==> config.mk <==
export PLATFORM = sky130hd
export DESIGN_NAME = bidir_port_ctl
export DESIGN_NICKNAME = d
export VERILOG_FILES = /design/src/rtl/bport_pkg.sv /design/src/rtl/bport_latches.sv /design/src/rtl/bport_pad_drv.sv /design/src/rtl/bport_chg_det.sv /design/src/rtl/bidir_port_ctl.sv
export SDC_FILE = /design/constraint.sdc
export NUM_CORES = 1
export LEC_CHECK = 0
export BUFFER_PORTS_ARGS = -buffer_cell sky130_fd_sc_hd__buf_2
export CORE_ASPECT_RATIO = 0.8
export CORE_UTILIZATION = 40
export CTS_CLUSTER_DIAMETER = 30
export DETAILED_ROUTE_END_ITERATION = 12
export GPL_TIMING_DRIVEN = 0
export PLACE_DENSITY = 0.78
export SETUP_SLACK_MARGIN = 0.02
export SLEW_MARGIN = 20
export SYNTH_ARGS = -nofsm -noshare
export SYNTH_HDL_FRONTEND = slang
export SYNTH_SLANG_ARGS = --single-unit
==> constraint.sdc <==
create_clock -name clk -period 1.2 [get_ports clk]
set_input_delay 0.24 -clock clk [delete_from_list [all_inputs] [get_ports clk]]
set_output_delay 0.24 -clock clk [all_outputs]
set_load 0.01 [all_outputs]
==> src/rtl/bport_pkg.sv <==
package bport_pkg;
  typedef struct packed {
    logic out;
    logic oe;
    logic pu;
  } pad_drv_t;

  function automatic logic [7:0] upper_mask(input int width, input int lo);
    logic [7:0] m;
    m = '0;
    for (int i = 0; i < 8; i++) begin
      if (i >= lo && i < width) m[i] = 1'b1;
    end
    return m;
  endfunction
endpackage

==> src/rtl/bport_latches.sv <==
module bport_latches #(
  parameter int WIDTH = 8
) (
  input  logic             clk,
  input  logic             rst_n,
  input  logic [WIDTH-1:0] wr_bus,
  input  logic             wr_data_en,
  input  logic             wr_dir_en,
  output logic [WIDTH-1:0] data_q,
  output logic [WIDTH-1:0] dir_q
);
  logic [WIDTH-1:0] data_d, dir_d;

  always_comb begin
    data_d = data_q;
    dir_d  = dir_q;
    if (wr_data_en) data_d = wr_bus;
    if (wr_dir_en)  dir_d  = wr_bus;
  end

  always_ff @(posedge clk or negedge rst_n) begin
    if (!rst_n) begin
      data_q <= '0;
      dir_q  <= '1;
    end else begin
      data_q <= data_d;
      dir_q  <= dir_d;
    end
  end
endmodule

==> src/rtl/bport_pad_drv.sv <==
module bport_pad_drv
  import bport_pkg::*;
#(
  parameter bit CAPABLE = 1'b0,
  parameter bit IS_LVP  = 1'b0
) (
  input  logic     data_bit,
  input  logic     dir_bit,
  input  logic     sel,
  input  logic     p_out,
  input  logic     p_oe,
  input  logic     pullup_n,
  input  logic     lvp_en,
  output pad_drv_t drv
);
  logic take_p;
  logic lvp_hold;

  assign take_p   = CAPABLE & sel;
  assign lvp_hold = IS_LVP & lvp_en;

  always_comb begin
    drv.out = take_p ? p_out : data_bit;
    drv.oe  = take_p ? p_oe  : ~dir_bit;
    if (lvp_hold) drv.oe = 1'b0;
    drv.pu  = ~pullup_n & dir_bit & ~lvp_hold;
  end
endmodule

==> src/rtl/bport_chg_det.sv <==
module bport_chg_det #(
  parameter int         WIDTH    = 8,
  parameter logic [7:0] CHG_MASK = 8'hF0,
  parameter int         LVP_BIT  = 4
) (
  input  logic             clk,
  input  logic             rst_n,
  input  logic [WIDTH-1:0] pin_in,
  input  logic             rd_port_en,
  input  logic             chg_clr,
  input  logic             lvp_en,
  output logic [WIDTH-1:0] pin_q,
  output logic             flag_q
);
  logic [WIDTH-1:0] ref_q, ref_d;
  logic [WIDTH-1:0] watch;
  logic [WIDTH-1:0] diff;
  logic             flag_d;

  always_comb begin
    watch = CHG_MASK[WIDTH-1:0];
    if (lvp_en) watch[LVP_BIT] = 1'b0;
    diff   = (pin_q ^ ref_q) & watch;
    ref_d  = rd_port_en ? pin_q : ref_q;
    flag_d = (|diff) | (flag_q & ~chg_clr);
  end

  always_ff @(posedge clk or negedge rst_n) begin
    if (!rst_n) begin
      pin_q  <= '0;
      ref_q  <= '0;
      flag_q <= 1'b0;
    end else begin
      pin_q  <= pin_in;
      ref_q  <= ref_d;
      flag_q <= flag_d;
    end
  end
endmodule

==> src/rtl/bidir_port_ctl.sv <==
module bidir_port_ctl
  import bport_pkg::*;
#(
  parameter int         WIDTH       = 8,
  parameter int         CHG_LO      = 4,
  parameter int         LVP_BIT     = 4,
  parameter logic [7:0] PERIPH_MASK = 8'h0E
) (
  input  logic             clk,
  input  logic             rst_n,
  input  logic [WIDTH-1:0] wr_bus,
  input  logic             wr_data_en,
  input  logic             wr_dir_en,
  input  logic             rd_port_en,
  output logic [WIDTH-1:0] rd_data,
  output logic [WIDTH-1:0] rd_dir,
  input  logic [WIDTH-1:0] periph_sel,
  input  logic [WIDTH-1:0] periph_out,
  input  logic [WIDTH-1:0] periph_oe,
  input  logic [WIDTH-1:0] pin_in,
  output logic [WIDTH-1:0] pin_out,
  output logic [WIDTH-1:0] pin_oe,
  input  logic             pullup_n,
  output logic [WIDTH-1:0] pullup_en,
  input  logic             lvp_en,
  output logic             prog_in,
  input  logic             chg_clr,
  output logic             chg_flag
);
  localparam logic [7:0] CHG_MASK = upper_mask(WIDTH, CHG_LO);

  logic [1:0]       rst_sync;
  logic             rst_int_n;
  logic [WIDTH-1:0] data_q, dir_q, pin_q;
  pad_drv_t         drv [WIDTH];

  always_ff @(posedge clk or negedge rst_n) begin
    if (!rst_n) rst_sync <= 2'b00;
    else        rst_sync <= {rst_sync[0], 1'b1};
  end
  assign rst_int_n = rst_sync[1];

  bport_latches #(.WIDTH(WIDTH)) u_latch (
    .clk(clk), .rst_n(rst_int_n), .wr_bus(wr_bus),
    .wr_data_en(wr_data_en), .wr_dir_en(wr_dir_en),
    .data_q(data_q), .dir_q(dir_q)
  );

  bport_chg_det #(.WIDTH(WIDTH), .CHG_MASK(CHG_MASK), .LVP_BIT(LVP_BIT)) u_chg (
    .clk(clk), .rst_n(rst_int_n), .pin_in(pin_in), .rd_port_en(rd_port_en),
    .chg_clr(chg_clr), .lvp_en(lvp_en), .pin_q(pin_q), .flag_q(chg_flag)
  );

  for (genvar i = 0; i < WIDTH; i++) begin : g_bit
    bport_pad_drv #(.CAPABLE(PERIPH_MASK[i]), .IS_LVP(i == LVP_BIT)) u_pad (
      .data_bit(data_q[i]), .dir_bit(dir_q[i]), .sel(periph_sel[i]),
      .p_out(periph_out[i]), .p_oe(periph_oe[i]), .pullup_n(pullup_n),
      .lvp_en(lvp_en), .drv(drv[i])
    );
    assign pin_out[i]   = drv[i].out;
    assign pin_oe[i]    = drv[i].oe;
    assign pullup_en[i] = drv[i].pu;
  end

  assign rd_data = pin_q;
  assign rd_dir  = dir_q;
  assign prog_in = lvp_en & pin_q[LVP_BIT];
endmodule

==> tab_implementation.tex <==
\begin{tabular}{lr}
\hline
Metric & Value \\
\hline
\multicolumn{2}{l}{\textbf{Timing}} \\
\quad Final worst-path cycle share & 1.13 \\
\quad Achievable frequency & 737 MHz \\
\quad Time the final worst path needs with I/O delays and setup & 1.36 ns \\
\quad Tightest Pin Transition & 0.618 ns \\
\quad Setup repair after global routing missed its margin & yes \\
\quad Final setup viols & 27 \\
\quad Worst max-slew margin expressed relative to the limit & 0.588 \\
\quad Count of endpoints failing hold in the final timing report & 0 \\
\quad Max-slew violations & 0 \\
\quad Worst Clk Skew & 0.00544 ns \\
\quad Setup WS post-layout & -0.158 ns \\
\multicolumn{2}{l}{\textbf{Cells and area}} \\
\quad Share of final-layout standard cells stronger than drive strength 1 & 0.648 \\
\quad Layout Cells excl Fill & 233 \\
\quad Antenna fix cells & 0 \\
\quad Final \#Nets & 240 \\
\quad Area growth from synthesis to layout & 59.1\% \\
\quad Final core area utilization & 0.666 \\
\quad Sequential Area & 787 um2 \\
\quad Most common cell after layout, fill and taps aside & sky130\_fd\_sc\_hd\_\_buf\_2 \\
\quad Count of filler cells inserted in the layout & 237 \\
\quad Multi-input gate area & 418 um2 \\
\quad Commonest cells after routing, fill and taps aside & sky130\_fd\_sc\_hd\_\_buf\_2, sky130\_fd\_sc\_hd\_\_buf\_6, sky130\_fd\_sc\_hd\_\_dfrtp\_1 \\
\quad Post-route standard cell area excluding fillers & 2060 um2 \\
\multicolumn{2}{l}{\textbf{Flow run}} \\
\quad Max-capacitance violation count & 0 \\
\multicolumn{2}{l}{\textbf{GRT}} \\
\quad First-pass GRT wire length & 4440 um \\
\quad Number of antenna violations at the first check in global routing & 0 \\
\quad Fraction of met2 tracks used by global routing & 0.349 \\
\quad Final global-route overflow total & 0 \\
\quad Number of global-route vias before repair & 1099 \\
\quad Met1 routing resource usage after global routing & 0.174 \\
\quad GRT busiest layer & met2 \\
\quad Maximum number of pins on one net before global-route repair & 30 \\
\quad Total Routing Usage GR & 0.176 \\
\quad Met3 usage in global routing & 0.0413 \\
\multicolumn{2}{l}{\textbf{Floorplanning}} \\
\quad Area of the placeable core & 3090 um2 \\
\quad Starting Density & 0.419 \\
\quad Num ports & 90 \\
\quad Die Span Y & 52.8 um \\
\quad Row Count & 18 \\
\quad Area enclosed by the die boundary & 3460 um2 \\
\quad Die W & 65.6 um \\
\multicolumn{2}{l}{\textbf{Yosys}} \\
\quad Synthesized-area fraction occupied by adder cells & 0 \\
\quad Xor/xnor share of the synthesized area & 0.0271 \\
\quad Count of different cell masters after synthesis & 17 \\
\quad Simple-gate share of the synthesized area & 0.0600 \\
\quad Flip-flop cell with the highest count after synthesis & sky130\_fd\_sc\_hd\_\_dfrtp\_1 \\
\quad Number of cells produced by synthesis & 101 \\
\quad Sequential cell area fraction in the yosys report & 0.608 \\
\quad Yosys synthesis warning count & 0 \\
\quad Synthesized cell area & 1290 um2 \\
\quad Count of flip-flops with a built-in enable after synthesis & 0 \\
\quad Share of flip-flops with an asynchronous set or reset & 1.00 \\
\quad Mux share of post-synthesis cell area & 0.166 \\
\quad Synthesized area per cell & 12.8 um2 \\
\quad Synth Area in Compound Gates & 0.0387 \\
\quad Main combinational cell family by area after synthesis & multiplexers \\
\quad Post-synthesis sequential element count & 31 \\
\quad Net Count, Synth & 149 \\
\multicolumn{2}{l}{\textbf{Drt}} \\
\quad Average via count per standard cell & 4.52 \\
\quad Final routed wire length divided by cell count & 12.7 um \\
\quad Length of the first detailed-routing pass in iterations & 1 \\
\quad Wirelength, routed & 2950 um \\
\quad Antenna-violating nets left & 0 \\
\quad First DRT Iteration DRCs & 0 \\
\quad Vias post-DR & 1054 \\
\quad DRC violations left & 0 \\
\multicolumn{2}{l}{\textbf{Power and ir drop}} \\
\quad Worst supply voltage drop on vdd & 0.834 mV \\
\quad Total power density per cell area & 1250 nW/um2 \\
\quad Total leakage power & 1.03 nW \\
\multicolumn{2}{l}{\textbf{Setup path}} \\
\quad Ordered cell list for the critical path & nor3b\_2 -> buf\_2 \\
\quad Arrival @ worst endpoint & 1.12 ns \\
\quad Standard cell with the maximum stage delay on the critical path & sky130\_fd\_sc\_hd\_\_dfstp\_2 \\
\quad Worst Path Max Fanout & 3 \\
\quad Category of the worst setup path capture point & output port \\
\quad Required time at the worst-slack endpoint & 0.96 ns \\
\quad Startpoint Class & flop \\
\quad Maximum single-stage delay on the critical path & 0.55 ns \\
\quad Start-to-end type of the worst setup path & reg2out \\
\multicolumn{2}{l}{\textbf{Clock tree}} \\
\quad CTS tree & yes \\
\quad Master cell of the clock root buffer & sky130\_fd\_sc\_hd\_\_clkbuf\_8 \\
\quad Num Clock Sinks & 31 \\
\quad Clock slew at the register clock pins of the worst setup and hold paths & 0.06 ns \\
\quad Number of levels in the clock H-tree & 2 \\
\quad TritonCTS buffer count & 5 \\
\quad Largest buffer count on any clock path & 2 \\
\quad Clock latency of the later-clocked register in the worst-skew pair & 0.27 ns \\
\multicolumn{2}{l}{\textbf{Run status}} \\
\quad Result of the run & complete, but fails checks \\
\quad Violated checks & negative setup slack \\
\multicolumn{2}{l}{\textbf{Place}} \\
\quad Placed Cells & 214 \\
\quad Total placed instance area & 1710 um2 \\
\quad Gpl congestion & 0.659 \\
\quad Total of buffers placed on input and output ports & 73 \\
\quad Half-perimeter wire length of the detailed placement result & 1990 um \\
\multicolumn{2}{l}{\textbf{Worst hold path}} \\
\quad Path type of the worst min-delay path & in2reg \\
\hline
\end{tabular}
layer usage:
metal  wire length [um]  share of wire  vias to the layer above
li1                   -              -                      499
met5                  0              0                        -
met3                155          0.053                        4
met2               1650           0.56                       47
met4                 25         0.0085                        0
met1               1120           0.38                      504
cell type report:
cell class	instances	area share
multi-input combinational	50	0.203
timing repair buffer	86	0.285
clock buffer	8	0.0390
sequential	31	0.383
inverter	5	0.00913
tap	40	0.0243
buffer	13	0.0560
cells in the mapped netlist, types with 2 or more instances:
library cell | instances | area (um2)
sky130_fd_sc_hd__buf_2 | 2 | 10.0
sky130_fd_sc_hd__buf_4 | 13 | 97.6
sky130_fd_sc_hd__dfrtp_1 | 23 | 576
sky130_fd_sc_hd__dfstp_2 | 8 | 210
sky130_fd_sc_hd__inv_1 | 5 | 18.8
sky130_fd_sc_hd__mux2_1 | 19 | 214
sky130_fd_sc_hd__nand2_1 | 7 | 26.3
sky130_fd_sc_hd__nor2_1 | 5 | 18.8
sky130_fd_sc_hd__nor2b_1 | 3 | 18.8
sky130_fd_sc_hd__o21ai_0 | 3 | 15.0
sky130_fd_sc_hd__o21ai_1 | 5 | 25.0
sky130_fd_sc_hd__xor2_1 | 3 | 26.3
sequential cells by signal (all words and copies together) (netlist names):
signal	cells
rst_sync	2
u_chg.flag_q	1
u_chg.pin_q	8
u_chg.ref_q	4
u_latch.data_q	8
u_latch.dir_q	8
kinds of logic after synthesis:
logic type                Yosys count
xor gates and xnor gates            4
muxes                              19
and+or+nand+nor                    17
AOI/OAI and AO/OA                   9
other                               1
buffers and inverters              20
DFF                                31
timing repair:
| item | in CTS | in global routing |
|---|---|---|
| gates resized for setup | 35 | 12 |
| hold buffers | 1 | 0 |
| hold endpoints to repair | 2 | 0 |
| setup buffers | 7 | 5 |
| pin swaps | 5 | 4 |
| setup endpoints to repair | 50 | 29 |
worst max-delay path, delay by kind of cell (launching register included):
kind / cells / cell delay (ns)
flip-flops: 1 / 0.55
AND/OR/NAND/NOR: 1 / 0.15
buffers and inverters: 1 / 0.15
power breakdown:
| group | switching [W] | internal (W) |
|---|---|---|
| logic | 0.000232 | 0.000364 |
| registers | 0.0000742 | 0.00115 |
| clock network | 0.000329 | 0.000411 |
path summary, 6_finish.rpt:
| path | from | end | slack (ns) | cells past startpoint |
|---|---|---|---|---|
| setup / recovery | u_latch.dir_q[4]$_DFFE_PN1P_ | pullup_en[4] | -0.16 | 2 |
| hold / removal | pin_in[7] | u_chg.pin_q[7]$_DFF_PN0_ | 0.07 | 1 |
| setup reg to reg | u_chg.ref_q[6]$_DFFE_PN0P_ | u_chg.flag_q$_DFF_PN0_ | 0.02 | 3 |
| hold reg to reg | rst_sync[1]$_DFF_PN0_ | u_chg.ref_q[6]$_DFFE_PN0P_ | 0.28 | 0 |
| max in group asynchronous | rst_sync[1]$_DFF_PN0_ | u_latch.data_q[3]$_DFFE_PN0P_ | 0.51 | 0 |
| min in group asynchronous | rst_n | rst_sync[0]$_DFF_PN0_ | 0.28 | 2 |
through the flow:
step / power [W] / TNS, ns / setup WS (ns) / hold WS (ns)
final: 0.00256 / -2.15 / -0.158 / 0.0715
after global routing: 0.00271 / -3.20 / -0.200 / 0.0524
after CTS: 0.00255 / -2.24 / -0.174 / 0.0616
after detailed placement: 0.00166 / -0.838 / -0.0404 / 0.0269
after global placement: 0.00164 / 0 / 0.0223 / 0.0256
after floorplan: 0.00146 / 0 / 0.0814 / -0.0556
Note: power is estimated with default switching activity, not from simulation.
